<file path="src/rtl/dma_seq_pkg.sv">
package dma_seq_pkg;

  typedef enum logic [1:0] {
    MODE_NORMAL = 2'd0,
    MODE_REPEAT = 2'd1,
    MODE_RELOAD = 2'd2,
    MODE_SPARE  = 2'd3
  } xferMode_e;

  localparam logic [2:0] REG_SRC    = 3'd0;
  localparam logic [2:0] REG_DST    = 3'd1;
  localparam logic [2:0] REG_CNT    = 3'd2;
  localparam logic [2:0] REG_SRC_BK = 3'd3;
  localparam logic [2:0] REG_DST_BK = 3'd4;
  localparam logic [2:0] REG_CNT_BK = 3'd5;
  localparam logic [2:0] REG_CTRL   = 3'd6;
  localparam logic [2:0] REG_GLOB   = 3'd7;

  // strobes from control to datapath
  typedef struct packed {
    logic accept;
    logic step;
  } seqStrobe_t;

  // summary from datapath to control
  typedef struct packed {
    logic permit;
    logic reqValid;
    logic burst;
    logic lastUnit;
  } chanStatus_t;

endpackage

</file>
<file path="src/rtl/dma_seq_dp.sv">
module dma_seq_dp
  import dma_seq_pkg::*;
#(
  parameter int ADDR_W     = 32,
  parameter int CNT_W      = 24,
  parameter int UNIT_BYTES = 4
) (
  input  logic              clk,
  input  logic              rst,
  input  logic              wrEn,
  input  logic [2:0]        wrAddr,
  input  logic [31:0]       wrData,
  input  logic [2:0]        rdAddr,
  output logic [31:0]       rdData,
  input  logic              extReq,
  input  logic              nmiIn,
  input  logic              addrErrIn,
  input  seqStrobe_t        strobe,
  output chanStatus_t       status,
  output logic [ADDR_W-1:0] srcAddr,
  output logic [ADDR_W-1:0] dstAddr,
  output logic              irq
);

  localparam logic [ADDR_W-1:0] STEP = ADDR_W'(UNIT_BYTES);
  localparam int HI_LSB = CNT_W - 8;

  logic [ADDR_W-1:0] srcQ, dstQ, srcBkQ, dstBkQ;
  logic [CNT_W-1:0]  cntQ, cntBkQ;
  logic chanEnQ, intEnQ, halfIeQ, endFlagQ, halfFlagQ;
  logic burstQ, edgeQ, autoQ;
  xferMode_e modeQ;
  logic masterEnQ, nmiFlagQ, aerrFlagQ;
  logic pendQ, reqDlyQ;

  logic wrCtrl, wrGlob;
  logic [CNT_W-1:0] cntDec, cntNext;
  logic [7:0] lowDec;
  logic isRepeat, isReload, isNormal;
  logic reloadAddr, endHit, halfHit;

  assign wrCtrl   = wrEn && (wrAddr == REG_CTRL);
  assign wrGlob   = wrEn && (wrAddr == REG_GLOB);
  assign isRepeat = (modeQ == MODE_REPEAT);
  assign isReload = (modeQ == MODE_RELOAD);
  assign isNormal = !isRepeat && !isReload;

  assign cntDec = cntQ - CNT_W'(1);
  assign lowDec = cntQ[7:0] - 8'd1;

  always_comb begin
    reloadAddr = 1'b0;
    cntNext    = cntDec;
    if (isRepeat) begin
      if (cntDec == '0) begin
        cntNext    = cntBkQ;
        reloadAddr = 1'b1;
      end
    end else if (isReload) begin
      cntNext = {cntQ[CNT_W-1:8], lowDec};
      if (lowDec == 8'd0) begin
        cntNext    = {cntQ[CNT_W-1:8], cntQ[CNT_W-1:HI_LSB]};
        reloadAddr = 1'b1;
      end
    end
  end

  assign endHit  = strobe.step && isNormal && (cntDec == '0);
  assign halfHit = strobe.step && isRepeat && halfIeQ && (cntDec == (cntBkQ >> 1));

  // addresses
  always_ff @(posedge clk) begin
    if (rst) begin
      srcQ <= '0;
      dstQ <= '0;
    end else if (strobe.step) begin
      if (reloadAddr) begin
        srcQ <= srcBkQ;
        dstQ <= dstBkQ;
      end else begin
        srcQ <= srcQ + STEP;
        dstQ <= dstQ + STEP;
      end
    end else begin
      if (wrEn && wrAddr == REG_SRC) srcQ <= wrData[ADDR_W-1:0];
      if (wrEn && wrAddr == REG_DST) dstQ <= wrData[ADDR_W-1:0];
    end
  end

  // count and backups
  always_ff @(posedge clk) begin
    if (rst) begin
      cntQ   <= '0;
      cntBkQ <= '0;
      srcBkQ <= '0;
      dstBkQ <= '0;
    end else begin
      if (strobe.step) cntQ <= cntNext;
      else if (wrEn && wrAddr == REG_CNT) cntQ <= wrData[CNT_W-1:0];
      if (wrEn && wrAddr == REG_CNT_BK) cntBkQ <= wrData[CNT_W-1:0];
      if (wrEn && wrAddr == REG_SRC_BK) srcBkQ <= wrData[ADDR_W-1:0];
      if (wrEn && wrAddr == REG_DST_BK) dstBkQ <= wrData[ADDR_W-1:0];
    end
  end

  // control word: hardware set of a flag beats a software clear
  always_ff @(posedge clk) begin
    if (rst) begin
      chanEnQ   <= 1'b0;
      intEnQ    <= 1'b0;
      halfIeQ   <= 1'b0;
      endFlagQ  <= 1'b0;
      halfFlagQ <= 1'b0;
      modeQ     <= MODE_NORMAL;
      burstQ    <= 1'b0;
      edgeQ     <= 1'b0;
      autoQ     <= 1'b0;
    end else begin
      if (wrCtrl) begin
        chanEnQ <= wrData[0];
        intEnQ  <= wrData[1];
        halfIeQ <= wrData[2];
        modeQ   <= xferMode_e'(wrData[6:5]);
        burstQ  <= wrData[7];
        edgeQ   <= wrData[8];
        autoQ   <= wrData[9];
      end
      if (endHit) endFlagQ <= 1'b1;
      else if (wrCtrl) endFlagQ <= endFlagQ & wrData[3];
      if (halfHit) halfFlagQ <= 1'b1;
      else if (wrCtrl) halfFlagQ <= halfFlagQ & wrData[4];
    end
  end

  // global word
  always_ff @(posedge clk) begin
    if (rst) begin
      masterEnQ <= 1'b0;
      nmiFlagQ  <= 1'b0;
      aerrFlagQ <= 1'b0;
    end else begin
      if (wrGlob) masterEnQ <= wrData[0];
      if (nmiIn) nmiFlagQ <= 1'b1;
      else if (wrGlob) nmiFlagQ <= nmiFlagQ & wrData[1];
      if (addrErrIn) aerrFlagQ <= 1'b1;
      else if (wrGlob) aerrFlagQ <= aerrFlagQ & wrData[2];
    end
  end

  // external request edge capture
  always_ff @(posedge clk) begin
    if (rst) begin
      pendQ   <= 1'b0;
      reqDlyQ <= 1'b0;
    end else begin
      reqDlyQ <= extReq;
      pendQ   <= (pendQ && !strobe.accept) || (extReq && !reqDlyQ);
    end
  end

  always_comb begin
    status.permit   = chanEnQ && masterEnQ && !nmiFlagQ && !aerrFlagQ &&
                      (!endFlagQ || (isRepeat && halfIeQ && !halfFlagQ));
    status.reqValid = autoQ || ((burstQ && edgeQ) ? pendQ : extReq);
    status.burst    = burstQ;
    status.lastUnit = isNormal && (cntQ == CNT_W'(1));
  end

  always_comb begin
    case (rdAddr)
      REG_SRC:    rdData = 32'(srcQ);
      REG_DST:    rdData = 32'(dstQ);
      REG_CNT:    rdData = 32'(cntQ);
      REG_SRC_BK: rdData = 32'(srcBkQ);
      REG_DST_BK: rdData = 32'(dstBkQ);
      REG_CNT_BK: rdData = 32'(cntBkQ);
      REG_CTRL:   rdData = {22'd0, autoQ, edgeQ, burstQ, modeQ, halfFlagQ,
                            endFlagQ, halfIeQ, intEnQ, chanEnQ};
      default:    rdData = {29'd0, aerrFlagQ, nmiFlagQ, masterEnQ};
    endcase
  end

  assign srcAddr = srcQ;
  assign dstAddr = dstQ;
  assign irq     = (endFlagQ && intEnQ) || (halfFlagQ && halfIeQ);

  a_r2_count_drop: assert property (@(posedge clk) disable iff (rst)
    strobe.step && isNormal && (cntQ > CNT_W'(1)) |=> cntQ == $past(cntQ) - CNT_W'(1));

  a_r3_end_flag: assert property (@(posedge clk) disable iff (rst)
    strobe.step && isNormal && (cntQ == CNT_W'(1)) |=> endFlagQ);

  a_r9_repeat_restore: assert property (@(posedge clk) disable iff (rst)
    strobe.step && isRepeat && (cntQ == CNT_W'(1)) |=> srcQ == $past(srcBkQ));

  a_r7_end_sticky: assert property (@(posedge clk) disable iff (rst)
    endFlagQ && !wrCtrl |=> endFlagQ);

endmodule

</file>
<file path="src/rtl/dma_seq_ctrl.sv">
module dma_seq_ctrl
  import dma_seq_pkg::*;
(
  input  logic        clk,
  input  logic        rst,
  input  chanStatus_t status,
  input  logic        nmiIn,
  input  logic        addrErrIn,
  input  logic        busDone,
  output seqStrobe_t  strobe,
  output logic        busStart,
  output logic        reqAck
);

  typedef enum logic {ST_IDLE, ST_BUS} seqState_e;
  seqState_e stateQ, stateD;
  logic keepGoing;

  assign strobe.accept = (stateQ == ST_IDLE) && status.permit && status.reqValid;
  assign strobe.step   = (stateQ == ST_BUS) && busDone;
  assign keepGoing     = status.burst && status.permit && !status.lastUnit &&
                         !nmiIn && !addrErrIn;

  always_comb begin
    stateD = stateQ;
    case (stateQ)
      ST_IDLE: if (strobe.accept) stateD = ST_BUS;
      default: if (busDone) stateD = keepGoing ? ST_BUS : ST_IDLE;
    endcase
  end

  always_ff @(posedge clk) begin
    if (rst) stateQ <= ST_IDLE;
    else     stateQ <= stateD;
  end

  assign busStart = (stateQ == ST_BUS);
  assign reqAck   = strobe.accept;

  a_r12_steal_release: assert property (@(posedge clk) disable iff (rst)
    strobe.step && !status.burst |=> !busStart);

  a_r6_abort_halts: assert property (@(posedge clk) disable iff (rst)
    strobe.step && (nmiIn || addrErrIn) |=> !busStart);

  a_r5_start_permitted: assert property (@(posedge clk) disable iff (rst)
    $rose(busStart) |-> $past(status.permit));

  a_r3_last_unit_stops: assert property (@(posedge clk) disable iff (rst)
    strobe.step && status.lastUnit |=> !busStart);

endmodule

</file>
<file path="src/rtl/dma_seq_chan.sv">
module dma_seq_chan
  import dma_seq_pkg::*;
#(
  parameter int ADDR_W     = 32,
  parameter int CNT_W      = 24,
  parameter int UNIT_BYTES = 4
) (
  input  logic              clk,
  input  logic              rst,
  input  logic              wrEn,
  input  logic [2:0]        wrAddr,
  input  logic [31:0]       wrData,
  input  logic [2:0]        rdAddr,
  output logic [31:0]       rdData,
  input  logic              extReq,
  output logic              reqAck,
  input  logic              nmiIn,
  input  logic              addrErrIn,
  output logic              busStart,
  input  logic              busDone,
  output logic [ADDR_W-1:0] busSrc,
  output logic [ADDR_W-1:0] busDst,
  output logic              irq
);

  seqStrobe_t  strobe;
  chanStatus_t status;

  dma_seq_dp #(.ADDR_W(ADDR_W), .CNT_W(CNT_W), .UNIT_BYTES(UNIT_BYTES)) u_dp (
    .clk(clk), .rst(rst), .wrEn(wrEn), .wrAddr(wrAddr), .wrData(wrData),
    .rdAddr(rdAddr), .rdData(rdData), .extReq(extReq), .nmiIn(nmiIn),
    .addrErrIn(addrErrIn), .strobe(strobe), .status(status),
    .srcAddr(busSrc), .dstAddr(busDst), .irq(irq)
  );

  dma_seq_ctrl u_ctrl (
    .clk(clk), .rst(rst), .status(status), .nmiIn(nmiIn),
    .addrErrIn(addrErrIn), .busDone(busDone), .strobe(strobe),
    .busStart(busStart), .reqAck(reqAck)
  );

endmodule

</file>
<file path="config.mk">
export PLATFORM = sky130hd
export DESIGN_NAME = dma_seq_chan
export DESIGN_NICKNAME = d
export VERILOG_FILES = /design/src/rtl/dma_seq_pkg.sv /design/src/rtl/dma_seq_dp.sv /design/src/rtl/dma_seq_ctrl.sv /design/src/rtl/dma_seq_chan.sv
export SDC_FILE = /design/constraint.sdc
export NUM_CORES = 1
export LEC_CHECK = 0
export BUFFER_PORTS_ARGS = -buffer_cell sky130_fd_sc_hd__buf_2
export CAP_MARGIN = 10
export CORE_ASPECT_RATIO = 0.75
export CORE_UTILIZATION = 30
export CTS_BUF_LIST = sky130_fd_sc_hd__clkbuf_4 sky130_fd_sc_hd__clkbuf_8
export DETAILED_ROUTE_END_ITERATION = 10
export SLEW_MARGIN = 20
export SYNTH_ARGS = -nofsm -noshare
export SYNTH_HDL_FRONTEND = slang
export SYNTH_SLANG_ARGS = --single-unit
</file>
<file path="constraint.sdc">
create_clock -name clk -period 4.52 [get_ports clk]
set_clock_uncertainty 0.05 [all_clocks]
set_input_delay 0 -clock clk [delete_from_list [all_inputs] [get_ports clk]]
set_output_delay 0 -clock clk [all_outputs]
set_load 0.01 [all_outputs]
</file>
==> results of run 1 <==
[layer usage]
layer  vias to the layer above  track usage (%)  wire length [um]
met4                         0             6.77              1020
met3                        70             4.95              6100
met5                         -                0                 0
met1                      6453             39.0             24100
li1                       5964                -                 -
met2                       900             37.3             22100
[cell usage after synthesis, types with 9 or more instances]
library cell / number / area [um2]
sky130_fd_sc_hd__nand2_1: 362 / 1360
sky130_fd_sc_hd__nand4_1: 16 / 100
sky130_fd_sc_hd__a21oi_1: 196 / 981
sky130_fd_sc_hd__nor2_1: 130 / 488
sky130_fd_sc_hd__buf_2: 15 / 75.1
sky130_fd_sc_hd__xnor2_1: 38 / 333
sky130_fd_sc_hd__nor2b_1: 12 / 75.1
sky130_fd_sc_hd__nand2b_1: 11 / 68.8
sky130_fd_sc_hd__a31oi_1: 16 / 100
sky130_fd_sc_hd__nor3_1: 24 / 120
sky130_fd_sc_hd__and2_1: 14 / 87.6
sky130_fd_sc_hd__nand3_1: 36 / 180
sky130_fd_sc_hd__or3_1: 21 / 131
sky130_fd_sc_hd__a211oi_1: 26 / 195
sky130_fd_sc_hd__o22ai_1: 14 / 87.6
sky130_fd_sc_hd__and3_1: 16 / 100
sky130_fd_sc_hd__xor2_1: 31 / 272
sky130_fd_sc_hd__mux2_2: 12 / 135
sky130_fd_sc_hd__nor4_1: 19 / 119
sky130_fd_sc_hd__dfxtp_1: 192 / 3840
sky130_fd_sc_hd__inv_1: 16 / 60.1
sky130_fd_sc_hd__o211ai_1: 9 / 67.6
sky130_fd_sc_hd__a22oi_1: 22 / 165
sky130_fd_sc_hd__a311oi_1: 27 / 236
sky130_fd_sc_hd__o21ai_0: 62 / 310
sky130_fd_sc_hd__a221oi_1: 12 / 105
sky130_fd_sc_hd__clkbuf_1: 105 / 394
sky130_fd_sc_hd__mux2i_1: 49 / 490
[report_power, final]
part	leakage, nW	total [mW]	switching [mW]	internal, mW
Sequential	1.55	1.80	0.0685	1.73
Combinational	3.29	0.562	0.351	0.210
Clock	0.178	1.19	0.741	0.450
Total	5.02	3.55	1.16	2.39
[cell usage in the layout, fill, tap and decap left out, types with 6 or more instances in the layout]
master,netlist,layout
sky130_fd_sc_hd__a211oi_1,26,26
sky130_fd_sc_hd__a21oi_1,196,194
sky130_fd_sc_hd__a221oi_1,12,12
sky130_fd_sc_hd__a22o_1,8,8
sky130_fd_sc_hd__a22oi_1,22,22
sky130_fd_sc_hd__a311oi_1,27,27
sky130_fd_sc_hd__a31oi_1,16,16
sky130_fd_sc_hd__and2_1,14,12
sky130_fd_sc_hd__and3_1,16,16
sky130_fd_sc_hd__and4_1,6,6
sky130_fd_sc_hd__buf_2,15,141
sky130_fd_sc_hd__buf_4,2,24
sky130_fd_sc_hd__clkbuf_8,0,17
sky130_fd_sc_hd__dfxtp_1,192,192
sky130_fd_sc_hd__dlygate4sd3_1,0,44
sky130_fd_sc_hd__ha_1,8,8
sky130_fd_sc_hd__inv_1,16,16
sky130_fd_sc_hd__mux2_2,12,12
sky130_fd_sc_hd__mux2i_1,49,49
sky130_fd_sc_hd__mux4_2,8,8
sky130_fd_sc_hd__nand2_1,362,361
sky130_fd_sc_hd__nand2b_1,11,11
sky130_fd_sc_hd__nand3_1,36,36
sky130_fd_sc_hd__nand4_1,16,16
sky130_fd_sc_hd__nor2_1,130,129
sky130_fd_sc_hd__nor2b_1,12,11
sky130_fd_sc_hd__nor3_1,24,22
sky130_fd_sc_hd__nor4_1,19,19
sky130_fd_sc_hd__o211ai_1,9,9
sky130_fd_sc_hd__o21ai_0,62,62
sky130_fd_sc_hd__o21bai_1,7,7
sky130_fd_sc_hd__o221ai_1,6,6
sky130_fd_sc_hd__o22ai_1,14,14
sky130_fd_sc_hd__or3_1,21,20
sky130_fd_sc_hd__xnor2_1,38,38
sky130_fd_sc_hd__xor2_1,31,31
[cells by family after synthesis]
group	share of synthesized area [%]
buffers and inverters	5.45
AO/OA/AOI/OAI	23.3
XOR/XNOR	5.07
multiplexers	6.76
flip-flops	32.3
AND/OR/NAND/NOR	26.3
adder cells (fa/ha/maj)	0.840
[worst paths after layout]
path	startpoint	end	slack, ns	depth (start not counted)
max reg2reg	u_dp.cntQ[0]$_SDFFE_PP0P_	u_dp.dstAddr[14]$_SDFFE_PP0P_	0.37	12
min reg2reg	u_dp.chanEnQ$_SDFFE_PP0P_	u_dp.chanEnQ$_SDFFE_PP0P_	0.43	2
min	extReq	u_dp.reqDlyQ$_SDFF_PP0_	0.19	3
max	u_dp.cntQ[0]$_SDFFE_PP0P_	u_dp.dstAddr[14]$_SDFFE_PP0P_	0.37	12
[area by class of cell]
| type | count | area (um2) |
|---|---|---|
| clock inverter | 13 | 129 |
| multi-input combinational | 1281 | 7470 |
| timing repair buffer | 211 | 1360 |
| fill | 4111 | 25000 |
| tap | 512 | 641 |
| clock buffer | 18 | 241 |
| sequential | 192 | 3840 |
| inverter | 16 | 60.1 |
[stage by stage]
step                      cells  power (mW)  worst slack [ns]  hold slack (ns)  instance area, um2
after detailed placement   2168        2.35             0.500            0.195               12900
after CTS                  2243        3.54             0.449            0.186               13700
final                      2243        3.55             0.369            0.190               13700
after global routing       2243        3.67             0.198            0.216               13700
after global placement     2168        2.35             0.628            0.196               12900
after floorplan            1627        2.15              1.51           0.0782               11900
[registers in the layout, summed over array words and instances, names as in the netlist, 2 cells and up]
signal / cells
u_dp.cntBkQ: 24
u_dp.cntQ: 24
u_dp.srcBkQ: 32
u_dp.srcAddr: 32
u_dp.dstAddr: 32
u_dp.modeQ: 2
u_dp.dstBkQ: 32
[critical path: stages (launching register included)]
cell	delay, ns
sky130_fd_sc_hd__dfxtp_1	0.44
sky130_fd_sc_hd__inv_1	0.12
sky130_fd_sc_hd__ha_1	0.18
sky130_fd_sc_hd__or3b_4	0.43
sky130_fd_sc_hd__and4b_1	0.41
sky130_fd_sc_hd__nand2_1	0.10
sky130_fd_sc_hd__xor2_1	0.28
sky130_fd_sc_hd__o2111a_1	0.40
sky130_fd_sc_hd__a21oi_4	0.09
sky130_fd_sc_hd__nor2_1	0.77
sky130_fd_sc_hd__buf_4	0.33
sky130_fd_sc_hd__a221oi_1	0.10
sky130_fd_sc_hd__a2111oi_0	0.34
==> implementation parameters, run 1 <==
Parameter                              Value

Outcome
  Outcome ... complete, no violations

GRT
  Largest net degree at the start of global routing ... 99
  Wire length of the first global-routing pass ... 79.0 mm
  Via count of the first global-routing pass ... 12200
  Global routing usage summed across all routing layers ... 26.0%
  Total overflow reported by the global router ... 0
  Number of antenna violations at the first check in global routing ... 0

Setup path
  Data arrival at the endpoint of the critical path ... 4.52 ns
  Highest net fanout along the worst path ... 11
  Data required time of the critical path ... 4.89 ns
  Critical path class ... reg -> reg
  Nature of the critical path endpoint ... flip-flop
  Startpoint Class ... flip-flop

Floorplan
  Initial core utilization ... 30.8%
  Floorplan die width ... 232 um
  Total Die Area ... 40500 um2
  Cell Rows ... 62
  Die height ... 175 um
  Placeable core area ... 38700 um2
  Number of top-level pins ... 144

Timing
  Final worst-path cycle share ... 91.8%
  Transition time at the pin with the least slew margin ... 1.15 ns
  Unrepaired setup endpoints after global routing ... false
  Shortest clock period the worst path allows after layout ... 4.15 ns
  FMAX ... 241 MHz
  Pins over their slew limit ... 0
  Number of endpoints with negative hold slack in the final report ... 0
  Post-route setup TNS ... 0 ns
  Final count of negative-setup-slack endpoints ... 0
  Headroom to the max-slew limit ... 23.4%

Clock tree
  Clock tree from TritonCTS ... done
  Maximum root-to-sink buffer count ... 2
  Setup repair bufs after CTS ... 0
  Number of clock sinks ... 192
  Post-CTS sizing ... 0
  Cts bufs inserted ... 17
  Hold-fix buffers at CTS ... 44
  Library cell used as clock root buffer ... sky130_fd_sc_hd__clkbuf_8
  Worst-path clk slew ... 0.11 ns
  H-tree depth reported by CTS ... 4
  Skew-Pair Late Insertion Delay ... 0.54 ns

Layout
  Final Core Density ... 35.5%
  Layout-stage area growth over the synthesis result ... 15.4%
  # diodes ... 0
  Proportion of layout cells with a drive suffix above 1 ... 14.4%
  Nets@finish ... 1772

Yosys
  Async set-or-reset flop fraction in the synthesized netlist ... 0%
  Syn Area/Cell ... 7.32 um2
  Register area share after synthesis ... 32.3%
  Number of enable-type register cells in the synthesized netlist ... 0
  Total standard cell area after synthesis ... 11900 um2
  Prevailing post-synth register cell ... sky130_fd_sc_hd__dfxtp_1
  Nets in the synthesized netlist ... 1680
  Synthesized netlist cell count ... 1627
  Synthesis-stage register bit count ... 192
  Synth cell types ... 72
  Number of warnings printed during yosys synthesis ... 0

Placed design
  Placer Congestion ... 0.977
  I/O Buffers ... 143
  Half-perimeter wire length of the detailed placement result ... 36.9 mm

Drt
  Via count ... 13400
  Remaining DRCs ... 0
  WL/cell ... 23.7 um
  Total wirelength of the detailed-routed design ... 53.3 mm
  Router iterations before antenna repair ... 7
  Detailed Route Iter0 Violations ... 1606
  Number of vias per cell after detailed routing ... 5.97
  Antenna-violating nets left ... 0

Power and ir drop
  Worst vdd rail ir drop ... 0.000204 V
  Power density over the cells ... 258 nW/um2
  Standby leakage power ... 5.02 nW

Min path
  Hold Path Class ... in -> reg

Job
  Max-capacitance violation count ... 0
Note: power is estimated with default switching activity, not from simulation.
==> run 2, diff against run 1 <==
- MAX_ROUTING_LAYER: not set -> met4
==> implementation parameters, run 2 (same netlist as run 1, synthesis figures left out) <==
Parameter                              Value

Outcome
  Outcome ... complete, no violations

Drt
  Router iterations before antenna repair ... 7 (unchanged)
  Number of vias per cell after detailed routing ... 5.97 (about the same)
  Remaining DRCs ... 0 (unchanged)
  Total wirelength of the detailed-routed design ... 53.6 mm (+0.64%)
  Antenna-violating nets left ... 0 (unchanged)
  WL/cell ... 23.9 um (+0.55%)
  Detailed Route Iter0 Violations ... 1862 (+16%)
  Via count ... 13400 (+0.082%)

Layout
  Nets@finish ... 1773 (+0.056%)
  Commonest non-fill, non-tap cell in the layout ... sky130_fd_sc_hd__nand2_1
  Number of fill cells in the layout ... 4124 (+0.32%)
  Total area of sequential cells ... 3840 um2 (unchanged)
  Proportion of layout cells with a drive suffix above 1 ... 14.4% (+0.041 points)
  Layout-stage area growth over the synthesis result ... 15.7%
  Most frequent cells in the layout ... sky130_fd_sc_hd__nand2_1, sky130_fd_sc_hd__a21oi_1, sky130_fd_sc_hd__dfxtp_1, sky130_fd_sc_hd__buf_2, sky130_fd_sc_hd__nor2_1
  Multi-input combinational cell area ... 7470 um2 (about the same)
  Final Core Density ... 35.6% (+0.11 points)
  # diodes ... 0 (unchanged)

Clock tree
  Setup repair bufs after CTS ... 0 (unchanged)
  Library cell used as clock root buffer ... sky130_fd_sc_hd__clkbuf_8
  Number of clock sinks ... 192 (unchanged)
  Post-CTS sizing ... 0 (unchanged)
  Maximum root-to-sink buffer count ... 2 (unchanged)
  Skew-Pair Late Insertion Delay ... 0.53 ns (about the same)
  H-tree depth reported by CTS ... 4 (unchanged)
  Cts bufs inserted ... 17 (unchanged)
  Clock tree from TritonCTS ... done
  Worst-path clk slew ... 0.12 ns (about the same)
  Hold-fix buffers at CTS ... 44 (unchanged)

Timing
  Final count of negative-setup-slack endpoints ... 0 (unchanged)
  Number of endpoints with negative hold slack in the final report ... 0 (unchanged)
  Shortest clock period the worst path allows after layout ... 4.02 ns (-0.128 ns)
  Unrepaired setup endpoints after global routing ... false
  Transition time at the pin with the least slew margin ... 1.19 ns (+0.0481 ns)
  Final worst-path cycle share ... 89.0% (-2.8 points)
  Pins over their slew limit ... 0 (unchanged)
  FMAX ... 249 MHz (+3.2%)
  Post-route setup TNS ... 0 ns (unchanged)
  Headroom to the max-slew limit ... 20.4% (-3.0 points)

Setup path
  Highest net fanout along the worst path ... 14 (+3)
  Reg2reg path depth ... 12 (unchanged)
  Data arrival at the endpoint of the critical path ... 4.38 ns (-0.14 ns)
  Crit path cell chain ... inv_1 -> ha_1 -> or3b_4 -> nor3_1 -> xor2_1 -> nor3_1 -> and2_1 -> a21oi_4 -> nor2_1 -> buf_4 -> a221oi_1 -> a2111oi_0
  End of the critical path ... u_dp.dstAddr[14]$_SDFFE_PP0P_
  Critical path class ... reg -> reg
  Worst flop-to-flop path startpoint ... u_dp.cntQ[0]$_SDFFE_PP0P_
  Nature of the critical path endpoint ... flip-flop
  CP dominant cell by count ... sky130_fd_sc_hd__nor3_1
  Biggest cell delay along the critical path ... 0.51 ns (-0.26 ns)
  Data required time of the critical path ... 4.88 ns (about the same)
  R2R setup slack ... 0.50 ns (+0.13 ns)
  Destination of the worst register-to-register timing path ... u_dp.dstAddr[14]$_SDFFE_PP0P_
  CP max-delay cell ... sky130_fd_sc_hd__nor2_1
  Startpoint Class ... flip-flop
  Critical path launch point ... u_dp.cntQ[0]$_SDFFE_PP0P_

GRT
  Global routing usage summed across all routing layers ... 26.9% (+0.92 points)
  Number of antenna violations at the first check in global routing ... 1 (+1)
  Wire length of the first global-routing pass ... 79.7 mm (+0.82%)
  Via count of the first global-routing pass ... 12100 (-1.3%)
  Total overflow reported by the global router ... 0 (unchanged)
  Largest net degree at the start of global routing ... 97 (-2.0%)

Floorplan
  Cell Rows ... 62 (unchanged)
  Total Die Area ... 40500 um2 (unchanged)
  Number of top-level pins ... 144 (unchanged)
  Placeable core area ... 38700 um2 (unchanged)
  Floorplan die width ... 232 um (unchanged)
  Die height ... 175 um (unchanged)
  Initial core utilization ... 30.8% (unchanged)

Power and ir drop
  Power density over the cells ... 262 nW/um2 (+1.4%)
  Standby leakage power ... 5.05 nW (+0.57%)
  Worst vdd rail ir drop ... 0.000183 V (-10%)

Min path
  Hold Path Class ... in -> reg

Job
  Max-capacitance violation count ... 0 (unchanged)

Placed design
  Placer Congestion ... 0.966 (-1.1%)
  I/O Buffers ... 143 (unchanged)
  Half-perimeter wire length of the detailed placement result ... 37.2 mm (+1.1%)
==> run 2: layout make-up <==
class,count,share of cell area [%]
multi-input cells,1281,54.2
repair buffers,212,9.90
flip-flops and latches,192,27.9
clock buffers,17,1.70
clock inverters,15,1.26
well taps,512,4.65
inverters,16,0.436
==> run 2: worst min path at each step <==
stage,startpoint,endpoint,cells past startpoint
3_5_place_dp,addrErrIn,u_dp.aerrFlagQ$_SDFFE_PP0P_,3
5_1_grt,wrData[31],u_dp.srcBkQ[31]$_SDFFE_PP0P_,4
6_report,extReq,u_dp.reqDlyQ$_SDFF_PP0_,3
2_1_floorplan,extReq,u_dp.reqDlyQ$_SDFF_PP0_,1
4_1_cts,extReq,u_dp.reqDlyQ$_SDFF_PP0_,3
3_3_place_gp,extReq,u_dp.reqDlyQ$_SDFF_PP0_,2
==> run 2: worst max-delay path: cells and delay by family, from the launching register on <==
kind | cells | cell delay (ns)
AO/OA/AOI/OAI | 3 | 0.60
AND/OR/NAND/NOR | 5 | 1.98
adder cells (fa/ha/maj) | 1 | 0.19
buffers and inverters | 2 | 0.47
flip-flops | 1 | 0.44
XOR/XNOR | 1 | 0.16
==> run 2: power breakdown <==
part / switching [mW] / internal, mW / leakage [nW]
combinational: 0.351 / 0.210 / 3.29
sequential: 0.0691 / 1.73 / 1.55
clock: 0.786 / 0.466 / 0.203
total: 1.21 / 2.41 / 5.05
==> run 2: stage by stage <==
stage	std cells	hold slack [ns]	cell area (um2)	power, mW	setup WS, ns
final	2245	0.208	13800	3.61	0.497
after global routing	2245	0.238	13800	3.73	0.239
after CTS	2245	0.198	13800	3.60	0.589
after detailed placement	2169	0.208	12900	2.35	0.622
after global placement	2169	0.194	12900	2.35	0.771
after floorplan	1627	0.0782	11900	2.15	1.51
==> run 2: routing by layer <==
| metal | vias up | track usage (%) | routed length (um) | part of all wire, % |
|---|---|---|---|---|
| met4 | 0 | 6.61 | 1030 | 1.9 |
| li1 | 5962 | - | - | - |
| met1 | 6484 | 40.5 | 24700 | 46 |
| met5 | - | - | 0 | 0 |
| met3 | 70 | 3.61 | 5500 | 10 |
| met2 | 882 | 37.0 | 22400 | 42 |
==> run 3, diff against run 2 <==
- RECOVER_POWER: not set -> 100
==> implementation parameters, run 3 (same netlist as run 1, synthesis figures left out) <==
Parameter                              Value

Outcome
  Outcome ... finished, violations left
  Violated checks ... max-capacitance violations, max-slew violations

Min path
  Hold Path Class ... in -> reg
  Number of cells traversed by the worst hold path ... 3 (unchanged)
  Hold EP ... u_dp.reqDlyQ$_SDFF_PP0_
  Worst min-delay path startpoint ... extReq

Timing
  Unrepaired setup endpoints after global routing ... false
  Shortest clock period the worst path allows after layout ... 4.14 ns (+0.113 ns)
  Number of endpoints with negative hold slack in the final report ... 0 (unchanged)
  Final worst-path cycle share ... 91.5% (+2.5 points)
  FMAX ... 242 MHz (-2.7%)
  Final count of negative-setup-slack endpoints ... 0 (unchanged)
  Pins over their slew limit ... 208 (+208)
  Transition time at the pin with the least slew margin ... 2.87 ns (+1.68 ns)
  Post-route setup TNS ... 0 ns (unchanged)
  Headroom to the max-slew limit ... -91.5% (-110 points)

Setup path
  Crit path cell chain ... inv_1 -> ha_1 -> or3b_1 -> and4b_1 -> nand2_1 -> xor2_1 -> o2111a_1 -> a21oi_4 -> nor2_1 -> buf_4 -> a221oi_1 -> a2111oi_0
  Destination of the worst register-to-register timing path ... u_dp.dstAddr[14]$_SDFFE_PP0P_
  Biggest cell delay along the critical path ... 0.51 ns (about the same)
  Data required time of the critical path ... 4.87 ns (about the same)
  R2R setup slack ... 0.38 ns (-0.11 ns)
  Data arrival at the endpoint of the critical path ... 4.49 ns (+0.11 ns)
  Reg2reg path depth ... 12 (unchanged)
  Nature of the critical path endpoint ... flip-flop
  Highest net fanout along the worst path ... 14 (unchanged)
  Critical path class ... reg -> reg
  CP max-delay cell ... sky130_fd_sc_hd__nor2_1
  Worst flop-to-flop path startpoint ... u_dp.cntQ[0]$_SDFFE_PP0P_
  Startpoint Class ... flip-flop

Job
  Max-capacitance violation count ... 5 (+5)

Layout
  Post-route insts no fill ... 2245 (unchanged)
  Commonest non-fill, non-tap cell in the layout ... sky130_fd_sc_hd__nand2_1
  Multi-input combinational cell area ... 7450 um2 (-0.25%)
  Total area of sequential cells ... 3840 um2 (unchanged)
  Layout-stage area growth over the synthesis result ... 14.5%
  Proportion of layout cells with a drive suffix above 1 ... 8.31% (-6.1 points)
  Most frequent cells in the layout ... sky130_fd_sc_hd__nand2_1, sky130_fd_sc_hd__a21oi_1, sky130_fd_sc_hd__dfxtp_1, sky130_fd_sc_hd__nor2_1, sky130_fd_sc_hd__clkbuf_1
  # diodes ... 0 (unchanged)
  Number of fill cells in the layout ... 4174 (+1.2%)
  Nets@finish ... 1773 (unchanged)
  Final instance area ... 13600 um2 (-1.1%)

GRT
  Via count of the first global-routing pass ... 12100 (unchanged)
  M2 GR Usage ... 37.0% (unchanged)
  Global routing usage summed across all routing layers ... 26.9% (unchanged)
  Number of antenna violations at the first check in global routing ... 0 (-1)
  Total overflow reported by the global router ... 0 (unchanged)
  Largest net degree at the start of global routing ... 97 (unchanged)
  Met1 global-route usage ... 40.5% (unchanged)
  Most Used Layer, Global Route ... met1
  Wire length of the first global-routing pass ... 79.7 mm (unchanged)
  Met3 track demand over resource in global routing ... 3.61% (unchanged)

Drt
  Via count ... 13400 (+0.030%)
  Number of vias per cell after detailed routing ... 5.97 (about the same)
  Antenna-violating nets left ... 0 (unchanged)
  WL/cell ... 23.9 um (about the same)
  Router iterations before antenna repair ... 8 (+1)
  Detailed Route Iter0 Violations ... 1896 (+1.8%)
  Remaining DRCs ... 0 (unchanged)
  Total wirelength of the detailed-routed design ... 53.6 mm (about the same)

Floorplan
  Total Die Area ... 40500 um2 (unchanged)
  Cell Rows ... 62 (unchanged)
  Initial core utilization ... 30.8% (unchanged)
  Floorplan die width ... 232 um (unchanged)
  Placeable core area ... 38700 um2 (unchanged)
  Number of top-level pins ... 144 (unchanged)
  Die height ... 175 um (unchanged)

Clock tree
  Setup repair bufs after CTS ... 0 (unchanged)
  Post-CTS sizing ... 0 (unchanged)
  Worst-path clk slew ... 0.12 ns (about the same)
  Cts bufs inserted ... 17 (unchanged)
  Library cell used as clock root buffer ... sky130_fd_sc_hd__clkbuf_8
  Maximum root-to-sink buffer count ... 2 (unchanged)
  Clock tree from TritonCTS ... done
  Number of clock sinks ... 192 (unchanged)
  H-tree depth reported by CTS ... 4 (unchanged)
  Skew-Pair Late Insertion Delay ... 0.54 ns (about the same)
  Hold-fix buffers at CTS ... 44 (unchanged)

Placed design
  Placer Congestion ... 0.966 (unchanged)
  Placed Cells ... 2169 (unchanged)
  Half-perimeter wire length of the detailed placement result ... 37.2 mm (unchanged)
  Area after detailed placement ... 12900 um2 (unchanged)
  I/O Buffers ... 143 (unchanged)

Power and ir drop
  Worst vdd rail ir drop ... 0.000185 V (+0.89%)
  Standby leakage power ... 4.64 nW (-8.1%)
  Overall power after layout ... 3.60 mW (-0.20%)
  Power density over the cells ... 264 nW/um2 (+0.90%)
run 3: cell types whose count changed in the layout (fill, tap and decap cells not counted), sizes merged:
cell | previous run | this run
buf | 168 | 70
clkbuf | 17 | 115
run 3: layout make-up:
cell class                      count  share of cell area, %
Clock buffer                       17                   1.72
Clock inverter                     15                   1.28
Inverter                           16                  0.441
Multi-Input combinational cell   1281                   54.6
Sequential cell                   192                   28.2
Tap cell                          512                   4.70
Timing Repair Buffer              212                   9.04
run 3: worst max-delay path by stage:
stage,cells past startpoint,to,start,slack [ns]
after floorplan,14,u_dp.dstAddr[25]$_SDFFE_PP0P_,u_dp.cntQ[0]$_SDFFE_PP0P_,1.51
after global placement,12,u_dp.srcAddr[4]$_SDFFE_PP0P_,u_dp.cntQ[0]$_SDFFE_PP0P_,0.77
after detailed placement,12,u_dp.dstAddr[14]$_SDFFE_PP0P_,u_dp.cntQ[0]$_SDFFE_PP0P_,0.62
after CTS,12,u_dp.dstAddr[14]$_SDFFE_PP0P_,u_dp.cntQ[0]$_SDFFE_PP0P_,0.59
after global routing,12,u_dp.dstAddr[19]$_SDFFE_PP0P_,u_dp.cntQ[0]$_SDFFE_PP0P_,0.17
final,12,u_dp.dstAddr[14]$_SDFFE_PP0P_,u_dp.cntQ[0]$_SDFFE_PP0P_,0.38
run 3: through the flow:
step                      utilization, %  setup slack, ns  hold slack [ns]
after floorplan                        -             1.51           0.0782
after global placement              33.4            0.771            0.194
after CTS                           35.6            0.589            0.198
final                               35.2            0.384            0.206
after detailed placement            33.4            0.622            0.208
after global routing                35.2            0.168            0.238
run 3: worst max-delay path, delay by kind of cell (launching register included):
| family | cells | cell delay, ns |
|---|---|---|
| AO/OA/AOI/OAI | 4 | 1.06 |
| buffers and inverters | 2 | 0.47 |
| AND/OR/NAND/NOR | 4 | 1.52 |
| adder cells (fa/ha/maj) | 1 | 0.19 |
| flip-flops | 1 | 0.43 |
| XOR/XNOR | 1 | 0.27 |
run 3: power breakdown:
group	total (mW)	internal, mW	switching [mW]
Combinational	0.554	0.203	0.351
Sequential	1.80	1.73	0.0693
Clock	1.25	0.466	0.785
Total	3.60	2.40	1.21
run 3: per-layer routing:
layer,share of wire [%],vias up,wire length [um]
met2,41,875,22200
met5,0,-,0
met4,2.2,0,1160
met1,46,6498,24700
li1,-,5950,-
met3,10,79,5550
